===== config.mk =====
export PLATFORM = sky130hd
export DESIGN_NAME = ser2par_bridge
export DESIGN_NICKNAME = d
export VERILOG_FILES = /design/src/rtl/sp_bridge_pkg.sv /design/src/rtl/sp_rx.sv /design/src/rtl/sp_fifo.sv /design/src/rtl/sp_prn.sv /design/src/rtl/ser2par_bridge.sv
export SDC_FILE = /design/constraint.sdc
export NUM_CORES = 1
export LEC_CHECK = 0
export BUFFER_PORTS_ARGS = -buffer_cell sky130_fd_sc_hd__buf_2
export CORE_UTILIZATION = 45
export DETAILED_ROUTE_END_ITERATION = 12
export GPL_ROUTABILITY_DRIVEN = 0
export PLACE_DENSITY_LB_ADDON = 0.2
export SETUP_SLACK_MARGIN = 0.4
export SYNTH_ARGS = -nofsm -noshare
export SYNTH_HDL_FRONTEND = slang
export SYNTH_HIERARCHICAL = 1
export SYNTH_SLANG_ARGS = --single-unit

===== constraint.sdc =====
create_clock -name clk -period 2.68 [get_ports clk]
set_input_delay 0.536 -clock clk [delete_from_list [all_inputs] [get_ports clk]]
set_output_delay 0.536 -clock clk [all_outputs]
set_load 0.1 [all_outputs]

===== src/rtl/sp_bridge_pkg.sv =====
// Package: state encodings shared by the serial-to-printer bridge.
// Assumes: nothing beyond IEEE 1800-2017.
package sp_bridge_pkg;
    typedef enum logic [1:0] {
        RX_IDLE,
        RX_START,
        RX_DATA,
        RX_STOP
    } rx_state_t;

    typedef enum logic [1:0] {
        PR_IDLE,
        PR_SETUP,
        PR_STROBE,
        PR_HOLD
    } pr_state_t;
endpackage


===== src/rtl/sp_rx.sv =====
// sp_rx: oversampled asynchronous receiver, no parity, one stop bit.
// Checks the start bit at mid-bit and samples each later bit once per
// OVS enables. Emits a one-clock strobe with the byte on a good stop bit.
// Assumes: OVS is even and >= 4; tick is a single-clock enable.
module sp_rx
    import sp_bridge_pkg::*;
#(
    parameter int DATA_W = 8,
    parameter int OVS    = 16
) (
    input  logic              clk,
    input  logic              rst_n,
    input  logic              tick,
    input  logic              rx_line,
    output logic [DATA_W-1:0] byte_o,
    output logic              byte_vld,
    output logic              frame_err
);
    localparam int CNT_W = $clog2(OVS);
    localparam int BIT_W = (DATA_W > 1) ? $clog2(DATA_W) : 1;
    localparam int HALF  = OVS / 2;

    rx_state_t         state;
    logic [CNT_W-1:0]  cnt;
    logic [BIT_W-1:0]  bit_idx;
    logic [DATA_W-1:0] shreg;
    logic [1:0]        rx_sync;
    logic              rx_s;

    assign rx_s   = rx_sync[1];
    assign byte_o = shreg;

    // Bring the asynchronous line into the clock domain (idle high).
    always_ff @(posedge clk) begin
        if (!rst_n) rx_sync <= 2'b11;
        else        rx_sync <= {rx_sync[0], rx_line};
    end

    // Frame sequencer: start check, data shift, stop check.
    always_ff @(posedge clk) begin
        if (!rst_n) begin
            state     <= RX_IDLE;
            cnt       <= '0;
            bit_idx   <= '0;
            shreg     <= '0;
            byte_vld  <= 1'b0;
            frame_err <= 1'b0;
        end else begin
            byte_vld <= 1'b0;
            if (tick) begin
                case (state)
                    RX_IDLE: begin
                        if (!rx_s) begin
                            state <= RX_START;
                            cnt   <= '0;
                        end
                    end
                    RX_START: begin
                        if (cnt == CNT_W'(HALF - 1)) begin
                            cnt     <= '0;
                            bit_idx <= '0;
                            state   <= rx_s ? RX_IDLE : RX_DATA;
                        end else begin
                            cnt <= cnt + 1'b1;
                        end
                    end
                    RX_DATA: begin
                        if (cnt == CNT_W'(OVS - 1)) begin
                            cnt   <= '0;
                            shreg <= {rx_s, shreg[DATA_W-1:1]};
                            if (bit_idx == BIT_W'(DATA_W - 1)) state <= RX_STOP;
                            else bit_idx <= bit_idx + 1'b1;
                        end else begin
                            cnt <= cnt + 1'b1;
                        end
                    end
                    RX_STOP: begin
                        if (cnt == CNT_W'(OVS - 1)) begin
                            cnt   <= '0;
                            state <= RX_IDLE;
                            if (rx_s) byte_vld  <= 1'b1;
                            else      frame_err <= 1'b1;
                        end else begin
                            cnt <= cnt + 1'b1;
                        end
                    end
                    default: state <= RX_IDLE;
                endcase
            end
        end
    end
endmodule


===== src/rtl/sp_fifo.sv =====
// sp_fifo: small synchronous first-in first-out buffer with sticky overrun.
// A push while full is dropped and flags overrun, even if a pop happens
// in the same clock.
// Assumes: DEPTH is a power of two and >= 2.
module sp_fifo #(
    parameter int DATA_W = 8,
    parameter int DEPTH  = 4
) (
    input  logic              clk,
    input  logic              rst_n,
    input  logic              push,
    input  logic [DATA_W-1:0] din,
    input  logic              pop,
    output logic [DATA_W-1:0] dout,
    output logic              empty,
    output logic              overrun
);
    localparam int AW = $clog2(DEPTH);

    logic [DATA_W-1:0] mem [DEPTH];
    logic [AW-1:0]     wp;
    logic [AW-1:0]     rp;
    logic [AW:0]       count;
    logic              full;
    logic              do_wr;
    logic              do_rd;

    assign full  = (count == (AW+1)'(DEPTH));
    assign empty = (count == '0);
    assign do_wr = push && !full;
    assign do_rd = pop && !empty;
    assign dout  = mem[rp];

    // Storage array; contents need no reset.
    always_ff @(posedge clk) begin
        if (do_wr) mem[wp] <= din;
    end

    // Pointers, occupancy and the sticky overrun flag.
    always_ff @(posedge clk) begin
        if (!rst_n) begin
            wp      <= '0;
            rp      <= '0;
            count   <= '0;
            overrun <= 1'b0;
        end else begin
            if (do_wr) wp <= wp + 1'b1;
            if (do_rd) rp <= rp + 1'b1;
            case ({do_wr, do_rd})
                2'b10:   count <= count + 1'b1;
                2'b01:   count <= count - 1'b1;
                default: count <= count;
            endcase
            if (push && full) overrun <= 1'b1;
        end
    end
endmodule


===== src/rtl/sp_prn.sv =====
// sp_prn: printer handshake sequencer.
// Synchronizes the active-low busy input. When the printer is free and a
// byte waits, it pops the byte, drives it for one setup clock, holds the
// strobe low for STROBE_CLKS clocks, then keeps the data for one more clock.
// Assumes: SYNC_STAGES >= 2, STROBE_CLKS >= 1.
module sp_prn
    import sp_bridge_pkg::*;
#(
    parameter int DATA_W      = 8,
    parameter int STROBE_CLKS = 4,
    parameter int SYNC_STAGES = 2
) (
    input  logic              clk,
    input  logic              rst_n,
    input  logic              busy_n,
    input  logic              fifo_empty,
    input  logic [DATA_W-1:0] fifo_dout,
    output logic              fifo_pop,
    output logic [DATA_W-1:0] prn_data,
    output logic              prn_strobe_n
);
    localparam int SW = $clog2(STROBE_CLKS + 1);

    logic [SYNC_STAGES-1:0] sync_q;
    logic                   free_s;
    pr_state_t              state;
    logic [SW-1:0]          cnt;

    assign free_s   = sync_q[SYNC_STAGES-1];
    assign fifo_pop = (state == PR_IDLE) && !fifo_empty && free_s;

    // Busy synchronizer; starts in "busy" until the line is seen.
    always_ff @(posedge clk) begin
        if (!rst_n) sync_q <= '0;
        else        sync_q <= {sync_q[SYNC_STAGES-2:0], busy_n};
    end

    // Handshake sequencer: take byte, setup, strobe pulse, hold.
    always_ff @(posedge clk) begin
        if (!rst_n) begin
            state        <= PR_IDLE;
            cnt          <= '0;
            prn_data     <= '0;
            prn_strobe_n <= 1'b1;
        end else begin
            case (state)
                PR_IDLE: begin
                    if (fifo_pop) begin
                        prn_data <= fifo_dout;
                        state    <= PR_SETUP;
                    end
                end
                PR_SETUP: begin
                    prn_strobe_n <= 1'b0;
                    cnt          <= SW'(STROBE_CLKS - 1);
                    state        <= PR_STROBE;
                end
                PR_STROBE: begin
                    if (cnt == '0) begin
                        prn_strobe_n <= 1'b1;
                        state        <= PR_HOLD;
                    end else begin
                        cnt <= cnt - 1'b1;
                    end
                end
                PR_HOLD: state <= PR_IDLE;
                default: state <= PR_IDLE;
            endcase
        end
    end
endmodule


===== src/rtl/ser2par_bridge.sv =====
// ser2par_bridge: serial receiver -> 4-deep buffer -> printer handshake.
// Assumes: sample_tick runs at 16x the bit rate; prn_busy_n is asynchronous.
module ser2par_bridge #(
    parameter int DATA_W      = 8,
    parameter int OVS         = 16,
    parameter int FIFO_DEPTH  = 4,
    parameter int STROBE_CLKS = 4,
    parameter int SYNC_STAGES = 2
) (
    input  logic              clk,
    input  logic              rst_n,
    input  logic              sample_tick,
    input  logic              rx_line,
    input  logic              prn_busy_n,
    output logic [DATA_W-1:0] prn_data,
    output logic              prn_strobe_n,
    output logic              char_avail,
    output logic              overrun,
    output logic              frame_err
);
    logic [DATA_W-1:0] rx_byte;
    logic              rx_vld;
    logic [DATA_W-1:0] q_dout;
    logic              q_empty;
    logic              q_pop;

    sp_rx #(.DATA_W(DATA_W), .OVS(OVS)) u_rx (
        .clk       (clk),
        .rst_n     (rst_n),
        .tick      (sample_tick),
        .rx_line   (rx_line),
        .byte_o    (rx_byte),
        .byte_vld  (rx_vld),
        .frame_err (frame_err)
    );

    sp_fifo #(.DATA_W(DATA_W), .DEPTH(FIFO_DEPTH)) u_fifo (
        .clk     (clk),
        .rst_n   (rst_n),
        .push    (rx_vld),
        .din     (rx_byte),
        .pop     (q_pop),
        .dout    (q_dout),
        .empty   (q_empty),
        .overrun (overrun)
    );

    sp_prn #(.DATA_W(DATA_W), .STROBE_CLKS(STROBE_CLKS), .SYNC_STAGES(SYNC_STAGES)) u_prn (
        .clk          (clk),
        .rst_n        (rst_n),
        .busy_n       (prn_busy_n),
        .fifo_empty   (q_empty),
        .fifo_dout    (q_dout),
        .fifo_pop     (q_pop),
        .prn_data     (prn_data),
        .prn_strobe_n (prn_strobe_n)
    );

    // A byte is waiting whenever the buffer holds anything.
    assign char_avail = !q_empty;
endmodule


# [Yosys cells after proc, flatten, opt, wreduce, memory -nomap -nowiden]
# Memory sizes are Yosys's and may differ from the RTL's. A register that Yosys moved wholly into a read port is not among the register bits.
# Cells that the tools add are included.
# Widths: inputs -> output; s select.
[word_totals] reg_bits=37 mem_bits_rw=32 in_bits=5 out_inout_bits=12 wordCells=97 memories=1
[memory_table] name="u_fifo.mem" depth=4 word_bits=8 read_ports=1 rd_clocked_by_memory_dff=1 write_ports=1 line_no="sp_fifo.sv:20" rtl="logic [DATA_W-1:0] mem [DEPTH];"
[classes] add_sub_neg=7 eq_ne=21 n_mux=26 bitwise=1 reduce_logical=26
[op_table] operator="$pmux 3 s2" count=3
[op_table] operator="$mux 2" count=8
[op_table] operator="$pmux 2 s4" count=2
[op_table] operator="$mux 3" count=4
[op_table] operator="$mux 4" count=3
[op_table] operator="$pmux 4 s3" count=1
[op_table] operator="$eq 2x2->1 const B" count=5
[op_table] operator="$ne 2x1->1 const B" count=5
[op_table] operator="$reduce_and 2->1" count=5
[op_table] operator="$ne 2x2->1 const B" count=4
[op_table] operator="$reduce_and 4->1" count=2
[op_table] operator="$add 3x1->3 const B" count=2
[op_table] operator="$eq 2x1->1 const B" count=3
[op_table] operator="$eq 3x3->1 const B" count=2
[op_table] operator="$logic_not 3->1" count=2
[op_table] operator="$reduce_and 6->1" count=1
[op_table] operator="$reduce_bool 2->1" count=3
[op_table] operator="$sub 3x1->3 const B" count=2
[op_table] operator="$logic_and 1x1->1" count=5
[op_table] operator="$reduce_and 5->1" count=1
[op_table] operator="$add 2x1->2 const B" count=2
[op_table] operator="$add 4x1->4 const B" count=1
[op_table] operator="$eq 4x3->1 const B" count=1
[op_table] operator="$eq 4x4->1 const B" count=1
[op_table] operator="7 further kinds" count=13

# [Depth between registers and ports, before layout]
# Gate-level depths: netlist of the first run.
[logic_depth] depth_word=7 ltp_mapped=12 depth_no_buf=11

# [By module]
# Netlist of the first run, hierarchy kept.
[modules_own_cells] mod="sp_fifo" n_inst=1 cells_per_inst=98 area_each_um2=1667.8 seq_area_each_um2=1161.1
[modules_own_cells] mod="sp_rx" n_inst=1 cells_per_inst=97 area_each_um2=959.7 seq_area_each_um2=420.4
[modules_own_cells] mod="sp_prn" n_inst=1 cells_per_inst=70 area_each_um2=733.2 seq_area_each_um2=320.3
[modules_own_cells] mod="ser2par_bridge" n_inst=1 cells_per_inst=1 area_each_um2=3.8 seq_area_each_um2=0.0

# [Least setup slack after synthesis of the first run]
# Ideal clock, no wire load.
[synth_timing] path_type="register -> register" start="register u_prn.state[0]" end="register u_fifo.count[2]" setup_time_ns=0.076 arrival_ns=2.248 t_required_ns=2.604 slack_ns=0.356 path_stages_with_launch=13 n_path_buf=1 period_less_slack_ns=2.324 cell_sequence="dfxtp_1 > inv_1 > ha_1 > nand3b_1 > buf_4 > inv_1 > nor2b_1 > ha_1 > inv_1 > fa_1 > xor2_1 > or3_1 > a21boi_0"
[synth_via] elab_chain_len=6 word_cells_on_any_way=8 cone_classes="eq/ne: 2; mux: 1; reduce/logical: 5"
[synth_rtl] item="start: declaration" line_no="sp_prn.sv:26" rtl="pr_state_t state;"
[synth_rtl] item="start signal: assignment" line_no="sp_prn.sv:41" rtl="state <= PR_IDLE;"
[synth_rtl] item="start signal: assignment" line_no="sp_prn.sv:50" rtl="state <= PR_SETUP;"
[synth_rtl] item="start signal: assignment" line_no="sp_prn.sv:56" rtl="state <= PR_STROBE;"
[synth_rtl] item="$logic_not 2->1 (*)" line_no="sp_prn.sv:30" rtl="assign fifo_pop = (state == PR_IDLE) && !fifo_empty && free_s;"
[synth_rtl] item="$logic_and 1x1->1 (*) (2 in a row)" line_no="sp_prn.sv:30"
[synth_rtl] item="net q_pop" line_no="ser2par_bridge.sv:25" rtl="logic q_pop;"
[synth_rtl] item="$logic_and 1x1->1 (*)" line_no="sp_fifo.sv:31" rtl="assign do_rd = pop && !empty;"
[synth_rtl] item="net u_fifo.do_rd" line_no="sp_fifo.sv:26" rtl="logic do_rd;"
[synth_rtl] item="$eq 2x1->1 / $eq 2x2->1 (equally long branches)" line_no="sp_fifo.sv:49" rtl="case ({do_wr, do_rd})"
[synth_rtl] item="$pmux 3 s2 / $reduce_bool 2->1 (equally long branches)"
[synth_rtl] item="end signal: assignment" line_no="sp_fifo.sv:50" rtl="2'b10: count <= count + 1'b1;"
[synth_rtl] item="end signal: assignment" line_no="sp_fifo.sv:51" rtl="2'b01: count <= count - 1'b1;"
[synth_rtl] item="end signal: assignment" line_no="sp_fifo.sv:52" rtl="default: count <= count;"
[synth_rtl] item="end: declaration" line_no="sp_fifo.sv:23" rtl="logic [AW:0] count;"
# Mark *: on every way through the listed nets, which the timed path passes. The rest lies on a longest branch.
# A chain may end at the register's enable or synchronous reset.

# [Worst setup path after layout of the first run]
# Ends and elaborated chain as after synthesis.

==> results.json, run 1 <==
{
  "netlist_instances": 266,
  "nFillCells": 615,
  "detail_route.wl_per_cell_um": 12.9,
  "finClkSkew_ps": 6.60,
  "required_ps": 2950,
  "pre_cts_ws_ps": 418,
  "syn_nets": 285,
  "root_buffer": "clkbuf_8",
  "hold_viol": 0,
  "path_buf_inv": 3,
  "drtPass1Iterations": 4,
  "worst-setup-path-type": "register to register",
  "io_buffers": 16,
  "via_count": 1932,
  "synthTopCellsByArea": "edfxtp_1, dfxtp_1, mux2i_1",
  "cp-end-kind": "register",
  "fin_setup_tns_ps": 0,
  "ys_async_sr_fraction_pct": 0,
  "synth_edf_count": 32,
  "maxSlewHeadroom_pct": 54.9,
  "maxCapViolCount": 0,
  "start_util_pct": 46.4,
  "fin_ws_ps": 543,
  "synthesis.area_um2": 3360,
  "yosysTopAreaCell": "edfxtp_1",
  "viasPerCell": 4.94,
  "yosys_warnings": 6,
  "die_h_um": 88.5,
  "crit_chain": "inv_2 > ha_4 > nand3b_1 > inv_2 > nor2b_4 > ha_4 > inv_1 > fa_1 > xor2_1 > or3_1 > a21boi_1",
  "n_antenna_cell": 0,
  "cts_tree": "built",
  "grt_first_pass_wirelength_um": 8050,
  "ant_nets": 0,
  "grt_use_met2_pct": 22.1,
  "antenna_found_initial": 0,
  "status": "complete, no violations",
  "cellPowerDensity_nw_per_um2": 580,
  "dp.cells": 374,
  "drc": 0,
  "synth_top_area_share_pct": 28.6,
  "ir_worst_vdd_v": 0.000267,
  "cpMaxStageDelayCell": "fa_1",
  "placementRows": 31,
  "holdCritPathClass": "input port to register",
  "hold_buffers": 0,
  "cts_sinks": 79,
  "period_needed_ps": 2140,
  "gr-usage-met1_pct": 17.8,
  "synth-seq-area-share_pct": 56.5,
  "yosysUniqueCellTypes": 47,
  "nets": 306,
  "clock_latency_ps": 340,
  "crit_path_start_kind": "register",
  "clock_path_buffers": 2,
  "grt_max_degree": 45,
  "h-tree-depth": 3,
  "setup_violations": 0,
  "design.die.area_um2": 7830,
  "die_width_um": 88.5,
  "finalMaxSlewViolations": 0,
  "grt_use_met3_pct": 2.80,
  "grt_usage_pct": 14.0,
  "grt_busiest_layer": "met2",
  "synth_top_flop_cell": "dfxtp_1",
  "fin_total_pwr_uw": 2180,
  "cp.arrival_ps": 2410,
  "area_growth_pct": 12.0,
  "gr-total-overflow": 0,
  "fmax_mhz": 468,
  "cp_slowest_stage_delay_ps": 360,
  "worst_slew_pin_slew_ps": 677,
  "path_max_fanout": 3,
  "instances_no_fill": 391,
  "routed_wirelength_um": 5030,
  "hpwl_um": 3350,
  "drt_iter0_drc": 69,
  "core_area_um2": 7250,
  "drive_above_1_share_pct": 20.5,
  "grt_pass1_vias": 1740,
  "fin_crit_sh_pct": 79.7,
  "numCtsBuffers": 9,
  "rsz0062_at_grt": "false",
  "ys_ff_latch": 79,
  "p_leak_uw": 0.00129,
  "synth.avg_cell_area_um2": 12.6,
  "clk_pin_slew_worst_paths_ps": 80,
  "cp_top_family": "adder cells",
  "io_pins": 17
}
## sequential cells by signal, summed over array words and instances, names as in the netlist, 3 cells and up, named ones only
name            cells
u_fifo/mem         32
u_prn/prn_data      8
u_rx/byte_o         8
u_rx/cnt            4
u_fifo/count        3
u_prn/cnt           3
u_rx/bit_idx        3
## logic make-up after synthesis
logic type | share of synthesized area, %
buffers and inverters | 3.20
adder cells (fa/ha/maj) | 5.43
flip-flops | 56.5
AND/OR/NAND/NOR | 15.4
XOR/XNOR | 0.521
AO/OA/AOI/OAI | 6.43
multiplexers | 12.5
## what timing repair did
action / in CTS / in global routing
resized for setup: 2 / 8
endpoints found under the setup margin: 1 / 2
setup buffers: 0 / 1
endpoints found under the hold margin: 0 / 0
cloned: 0 / 0
## synth_stat cells, types with 2 or more instances
cell type	number
a21boi_1	4
a22oi_2	2
a31oi_1	2
and2_1	9
buf_2	2
buf_6	2
clkbuf_1	4
dfxtp_1	47
edfxtp_1	32
ha_1	13
inv_1	14
mux2i_1	24
mux4_2	8
nand2_1	21
nand2b_1	4
nand3_1	6
nand3b_1	4
nand4bb_1	2
nor2_1	5
nor2b_1	23
nor3_2	2
o211a_1	2
o21a_1	3
o21ai_0	7
or3_1	2
## power by group
group	switching (µW)	leakage (µW)	total, µW	internal, µW
registers	7.37	0.000601	1260	1250
clock network	415	0.0000960	842	427
logic	51.9	0.000594	86.1	34.2
## layout by cell type, fill, tap and decap left out, drive strengths merged, types with 2 or more instances in the layout
master,count
a21boi,6
a22oi,3
a31oi,2
and2,9
buf,19
clkbuf,10
clkinv,4
dfxtp,47
edfxtp,32
ha,13
inv,14
mux2i,24
mux4,8
nand2,21
nand2b,4
nand3,6
nand3b,4
nand4bb,2
nor2,6
nor2b,24
nor3,2
o211a,2
o21a,3
o21ai,8
or3,2
## worst reg2reg max path, delay by kind of cell (launching register included)
family	cells	cell delay [ps]
AND/OR/NAND/NOR	3	580
flip-flops	1	340
adder cells (fa/ha/maj)	3	660
buffers and inverters	3	210
AO/OA/AOI/OAI	1	130
XOR/XNOR	1	150
## routing by layer
layer  part of all wire (%)  up-vias
met1                     49      907
li1                       -      990
met3                    2.9        7
met2                     46       28
met5                      0        -
met4                    1.8        0
## worst paths after layout
check,start,to,slack [ps],cells after the start
setup / recovery,u_prn/state[0]$_SDFFE_PN0P_,u_fifo/count[2]$_SDFFE_PN0P_,540,11
setup reg to reg,u_prn/state[0]$_SDFFE_PN0P_,u_fifo/count[2]$_SDFFE_PN0P_,540,11
hold reg to reg,u_rx/rx_sync[0]$_SDFF_PN1_,u_rx/rx_sync[1]$_SDFF_PN1_,410,1
hold / removal,rx_line,u_rx/rx_sync[0]$_SDFF_PN1_,370,2
## cell type report
cell class	instances	area [µm²]	area share, %
tap	99	124	3.29
timing repair buffer	19	103	2.72
clock buffer	10	128	3.39
multi-input combinational	164	1390	37.0
inverter	14	52.6	1.39
sequential	79	1910	50.6
clock inverter	6	61.3	1.63
## metrics by stage
stage / hold WS (ps) / area, µm² / util (%)
2_1_floorplan: 386 / 3380 / -
3_3_place_gp: 389 / 3540 / 48.8
3_5_place_dp: 395 / 3540 / 48.8
4_1_cts: 357 / 3730 / 51.4
5_1_grt: 376 / 3770 / 51.9
6_report: 371 / 3770 / 51.9
Power figures use the tool's default switching activity.
==> inputs of run 2 (changes only) <==
Settings changed: ABC_AREA set to 1.
Clock period 2.68 ns to 2.2 ns, I/O delays scaled along.
==> run 2 against run 1 <==
Clock power increased by 22%. Setup slack got worse by 90 ps. Routed wire length increased by 16%. Cell count increased by 30%. Non-clock buffer count increased by 12. Largest power group unchanged. Critical endpoint unchanged. Die area decreased by 0.10%. Highest routed layer unchanged.
==> results.json, run 2 <==
{
  "cellPowerDensity_nw_per_um2": 669,
  "io_pins": 17,
  "finalMaxSlewViolations": 0,
  "fmax_mhz": 572,
  "antenna_found_initial": 0,
  "netlist_instances": 367,
  "worst-setup-path-type": "register to register",
  "yosysTopAreaCell": "edfxtp_1",
  "cp_top_family": "adder cells",
  "ys_ff_latch": 79,
  "synthTopCellsByArea": "edfxtp_1, dfxtp_1, nor2_1",
  "crit_chain": "inv_2 > ha_4 > nand2_4 > nor2_8 > nand2_4 > inv_4 > ha_4 > inv_2 > fa_2 > inv_1 > nand2_1 > nand3_2 > nand2_1 > nand2_1 > nor2_1",
  "place_area_um2": 3630,
  "pre_cts_ws_ps": 406,
  "synth-xor-area-share_pct": 0.261,
  "n_antenna_cell": 0,
  "required_ps": 2450,
  "crit_path_start_kind": "register",
  "grt_first_pass_wirelength_um": 9340,
  "routed_wirelength_um": 5820,
  "drive_above_1_share_pct": 22.2,
  "hold_depth": 2,
  "maxCapViolCount": 0,
  "top_layer": "met4",
  "die_width_um": 88.4,
  "yosys_warnings": 6,
  "yosys-top-cells-count": "nor2_1, dfxtp_1, inv_1, nand2_1, edfxtp_1",
  "placementRows": 31,
  "synth_top_area_share_pct": 28.6,
  "routed-wl-met2_um": 2740,
  "cts_tree": "built",
  "clock_path_buffers": 2,
  "largest_register_ffs": 32,
  "numCtsBuffers": 9,
  "root_buffer": "clkbuf_8",
  "synthesis.area_um2": 3360,
  "drt_iter0_drc": 73,
  "fin_hold_ws_ps": 277,
  "core_area_um2": 7250,
  "grt_usage_pct": 16.1,
  "grt_max_degree": 17,
  "syn_nets": 386,
  "route.met3.wl_um": 204,
  "fin_setup_tns_ps": 0,
  "synth_fa_ha_area_share_pct": 5.44,
  "detail_route.wl_per_cell_um": 11.4,
  "cp-end-kind": "register",
  "clock_latency_ps": 340,
  "cp_common_cell": "nand2_1",
  "final_common_cell": "nor2_1",
  "setup_violations": 0,
  "worst_slew_pin_slew_ps": 486,
  "start_util_pct": 46.3,
  "mostFrequentLayoutCells": "nor2_1, dfxtp_1, inv_1",
  "cpMaxStageDelayCell": "dfxtp_2",
  "ff2ff_path_depth": 15,
  "synth_top_flop_cell": "dfxtp_1",
  "path_buf_inv": 4,
  "finClkSkew_ps": 5.77,
  "cp_slowest_stage_delay_ps": 340,
  "period_needed_ps": 1750,
  "hpwl_um": 4010,
  "grt_pass1_vias": 2072,
  "drtPass1Iterations": 4,
  "fin_crit_sh_pct": 79.4,
  "design.die.area_um2": 7820,
  "ir_worst_vdd_v": 0.000282,
  "rsz0062_at_grt": "true",
  "path_max_fanout": 3,
  "maxSlewHeadroom_pct": 67.8,
  "drc": 0,
  "viasPerCell": 4.75,
  "yosysUniqueCellTypes": 26,
  "p_leak_uw": 0.00161,
  "wl_met1_um": 2780,
  "cp.arrival_ps": 1990,
  "synthSimpleGateAreaFrac_pct": 20.2,
  "fin_ws_ps": 453,
  "via_count": 2417,
  "clk_pin_slew_worst_paths_ps": 80,
  "final_area_um2": 3900,
  "die_h_um": 88.4,
  "synth_compound_area_share_pct": 10.6,
  "nets": 424,
  "synth_top_family_by_area": "simple AND/OR/NAND/NOR gates",
  "ys_async_sr_fraction_pct": 0,
  "path_depth": 15,
  "holdCritPathClass": "input port to register",
  "cts_sinks": 79,
  "h-tree-depth": 3,
  "synth.avg_cell_area_um2": 9.16,
  "gr-total-overflow": 0,
  "area_growth_pct": 16.0,
  "yosysMostFrequentCell": "nor2_1",
  "regMostFlops": "u_fifo/mem",
  "status": "complete, no violations",
  "io_buffers": 16,
  "nFillCells": 693,
  "synth_edf_count": 32,
  "synth-seq-area-share_pct": 56.6,
  "muxShareOfSynthArea_pct": 0,
  "ant_nets": 0,
  "hold_viol": 0
}
run 2: cell count changes in the layout (fill, tap and decap cells not counted), sizes merged, moves of 14 or more:
cell   previous run  this run
nand2            21        44
nor2              6        83
inv              14        52
o21ai             8        42
mux2i            24         0
nand3             6        20
a21oi             1        18
nor2b            24         0
run 2: per-stage QoR:
stage	instances	total power [µW]	utilization [%]
2_1_floorplan	367	1590	-
3_3_place_gp	487	1610	50.1
3_5_place_dp	487	1610	50.1
4_1_cts	505	2630	53.0
5_1_grt	509	2710	53.8
6_report	509	2610	53.8
run 2: report_power, final:
part	leakage, µW	switching, µW	internal, µW
clock network	0.0000941	511	521
logic	0.000876	38.3	19.5
registers	0.000637	4.74	1520
run 2: what timing repair did:
item / 4_1_cts / 5_1_grt
setup buffers: 2 / 4
pin swaps: 1 / 6
endpoints found under the hold margin: 0 / 0
setup endpoints to repair: 2 / 3
gates resized for setup: 4 / 9
hold buffers: 0 / 0
run 2: path summary, 6_finish.rpt:
check | from | end | slack [ps]
setup / recovery | u_prn/state[1]$_SDFFE_PN0P_ | u_fifo/count[2]$_SDFFE_PN0P_ | 450
hold / removal | rx_line | u_rx/rx_sync[0]$_SDFF_PN1_ | 280
setup reg to reg | u_prn/state[1]$_SDFFE_PN0P_ | u_fifo/count[2]$_SDFFE_PN0P_ | 450
hold reg to reg | u_rx/rx_sync[0]$_SDFF_PN1_ | u_rx/rx_sync[1]$_SDFF_PN1_ | 420
run 2: routing by layer:
metal,track usage (%),up-vias
li1,-,1280
met1,20.2,1092
met2,26.2,35
met3,3.92,10
met4,7.33,0
met5,0,-
run 2: cell type report:
cell class              count  area (µm²)  area share (%)
repair buffers             31         199            5.10
clock inverters             6        60.1            1.54
multi-input cells         233        1280            32.8
inverters                  51         201            5.17
clock buffers              10         128            3.27
well taps                  99         124            3.18
flip-flops and latches     79        1910            48.9
run 2: kinds of logic (layout without fill, tap and decap cells):
logic type,Yosys count,count (layout)
AO/OA/AOI/OAI,68,68
XOR/XNOR,1,1
adder cells (fa/ha/maj),14,14
buffers and inverters,55,98
flip-flops,79,79
AND/OR/NAND/NOR,150,150
==> inputs of run 3 (changes only) <==
Clock period 2.2 ns to 1.8 ns, I/O delays scaled along.
==> run 3 against run 2 <==
Via count grew 0.62%. Highest routed layer unchanged. Register-to-register slack lost 370 ps. Sequential power is 22% higher. Largest power group unchanged. Maximum frequency rose by 1.7%. Count of clock-buffer cells in the layout increased by 3. Global-route usage rose by 0.39 points. Setup slack got worse by 370 ps.
==> results.json, run 3 (synthesis gave the netlist of run 2 again) <==
{
  "p_sw_uw": 659,
  "cellPowerDensity_nw_per_um2": 852,
  "grt_pass1_vias": 2190,
  "regMostFlops": "u_fifo/mem",
  "rsz0062_at_grt": "true",
  "die_h_um": 88.4,
  "top_layer": "met4",
  "p_seq_share_pct": 52.6,
  "routed_wirelength_um": 6060,
  "root_buffer": "clkbuf_8",
  "status": "complete, no violations",
  "internal_power_uw": 2880,
  "route.met3.wl_um": 211,
  "power_frac_clock_pct": 45.3,
  "fin_total_pwr_uw": 3530,
  "maxSlewHeadroom_pct": 79.6,
  "fin_crit_sh_pct": 95.4,
  "detail_route.wl_per_cell_um": 11.8,
  "netSwitchingFraction_pct": 18.6,
  "worst-setup-path-type": "register to register",
  "clock_latency_ps": 340,
  "holdCritPathClass": "input port to register",
  "routed-wl-met2_um": 3030,
  "viasPerCell": 4.75,
  "grt_first_pass_wirelength_um": 9490,
  "cp-end-kind": "register",
  "hold_viol": 0,
  "drive_above_1_share_pct": 27.1,
  "nets": 427,
  "maxCapViolCount": 0,
  "p_leak_uw": 0.00166,
  "clock_path_buffers": 2,
  "mostFrequentLayoutCells": "nor2_1, inv_1, dfxtp_1",
  "ir_worst_vdd_v": 0.000516,
  "drt_iter0_drc": 74,
  "placementRows": 31,
  "cp.arrival_ps": 1950,
  "design.die.area_um2": 7820,
  "finalMaxSlewViolations": 0,
  "fmax_mhz": 582,
  "numCtsBuffers": 9,
  "io_pins": 17,
  "drtPass1Iterations": 4,
  "start_util_pct": 46.3,
  "ant_nets": 0,
  "crit_path_start_kind": "register",
  "pwr-share-comb_pct": 2.1,
  "area_growth_pct": 23.4,
  "grt_usage_pct": 16.4,
  "core_area_um2": 7250,
  "finClkSkew_ps": 8.77,
  "hold_buffers": 0,
  "grt_max_degree": 25,
  "largest_register_ffs": 32,
  "via_count": 2432,
  "n_antenna_cell": 0,
  "required_ps": 2040,
  "antenna_found_initial": 0,
  "period_needed_ps": 1720,
  "final_area_um2": 4150,
  "h-tree-depth": 3,
  "gr-total-overflow": 0,
  "cts_sinks": 79,
  "path_max_fanout": 2,
  "setup_violations": 0,
  "place_area_um2": 3660,
  "clk_pin_slew_worst_paths_ps": 80,
  "die_width_um": 88.4,
  "wl_met1_um": 2740,
  "cts_tree": "built",
  "io_buffers": 16,
  "final_common_cell": "nor2_1",
  "worst_slew_pin_slew_ps": 306,
  "drc": 0,
  "hpwl_um": 4000
}
## run 3: cell count changes in the layout (fill, tap and decap cells not counted), sizes merged
cell	change
bufinv	+2
clkbuf	+3
inv	-2
clkinv	-3
buf	+3
## run 3: metal layers
metal,vias up,track usage [%]
met3,6,5.60
met5,-,0
met2,29,30.0
met1,1112,17.4
met4,0,6.45
li1,1285,-
## run 3: what timing repair did
action / 4_1_cts / 5_1_grt
setup buffers: 5 / 3
hold endpoints to repair: 0 / 0
gates resized for setup: 26 / 32
pin swaps: 6 / 7
setup endpoints to repair: 26 / 24
## run 3: power by group through the flow
stage	combinational (µW)	clock [µW]	sequential [µW]
CTS	70.9	1640	1860
global placement	67.8	0	1900
finish	74.7	1600	1860
floorplan	45.4	0	1900
detailed placement	69.3	0	1900
global route	85.3	1710	1860
## run 3: critical path, stage by stage (launching register included)
cell     delay (ps)
dfxtp_2         330
inv_2            70
ha_4            150
nand2_4          60
nor2_8           90
nand2_4          60
inv_4            50
ha_4            120
inv_2            40
fa_2            330
inv_1            60
nand2_1          60
nand3_2          60
nand2_1          50
nand2_1          50
nor2_1           40
## run 3: area by class of cell
class,count,area [µm²]
multi-input combinational,233,1350
timing repair buffer,34,297
sequential,79,1920
tap,99,124
fill,638,3110
clock buffer,13,159
inverter,51,210
clock inverter,3,90.1
## run 3: path summary, 6_finish.rpt
check                                            startpoint                           end  slack, ps  depth (start not counted)
worst max-delay path            u_prn/state[1]$_SDFFE_PN0P_  u_fifo/count[2]$_SDFFE_PN0P_         80                         15
worst min-delay path                             prn_busy_n    u_prn/sync_q[0]$_SDFF_PN0_        200                          3
worst max register to register  u_prn/state[1]$_SDFFE_PN0P_  u_fifo/count[2]$_SDFFE_PN0P_         80                         15
worst min register to register   u_rx/rx_sync[0]$_SDFF_PN1_    u_rx/rx_sync[1]$_SDFF_PN1_        420                          1
## run 3: per-stage QoR
stage	utilization (%)	instances	setup slack (ps)	hold WS (ps)	TNS [ps]
final	57.2	512	82.5	197	0
after global routing	57.2	512	-32.4	192	-32.4
after CTS	55.5	509	71.9	176	0
after detailed placement	50.5	488	12.2	399	0
after global placement	50.5	488	42.9	403	0
after floorplan	-	367	-20.6	390	-20.6
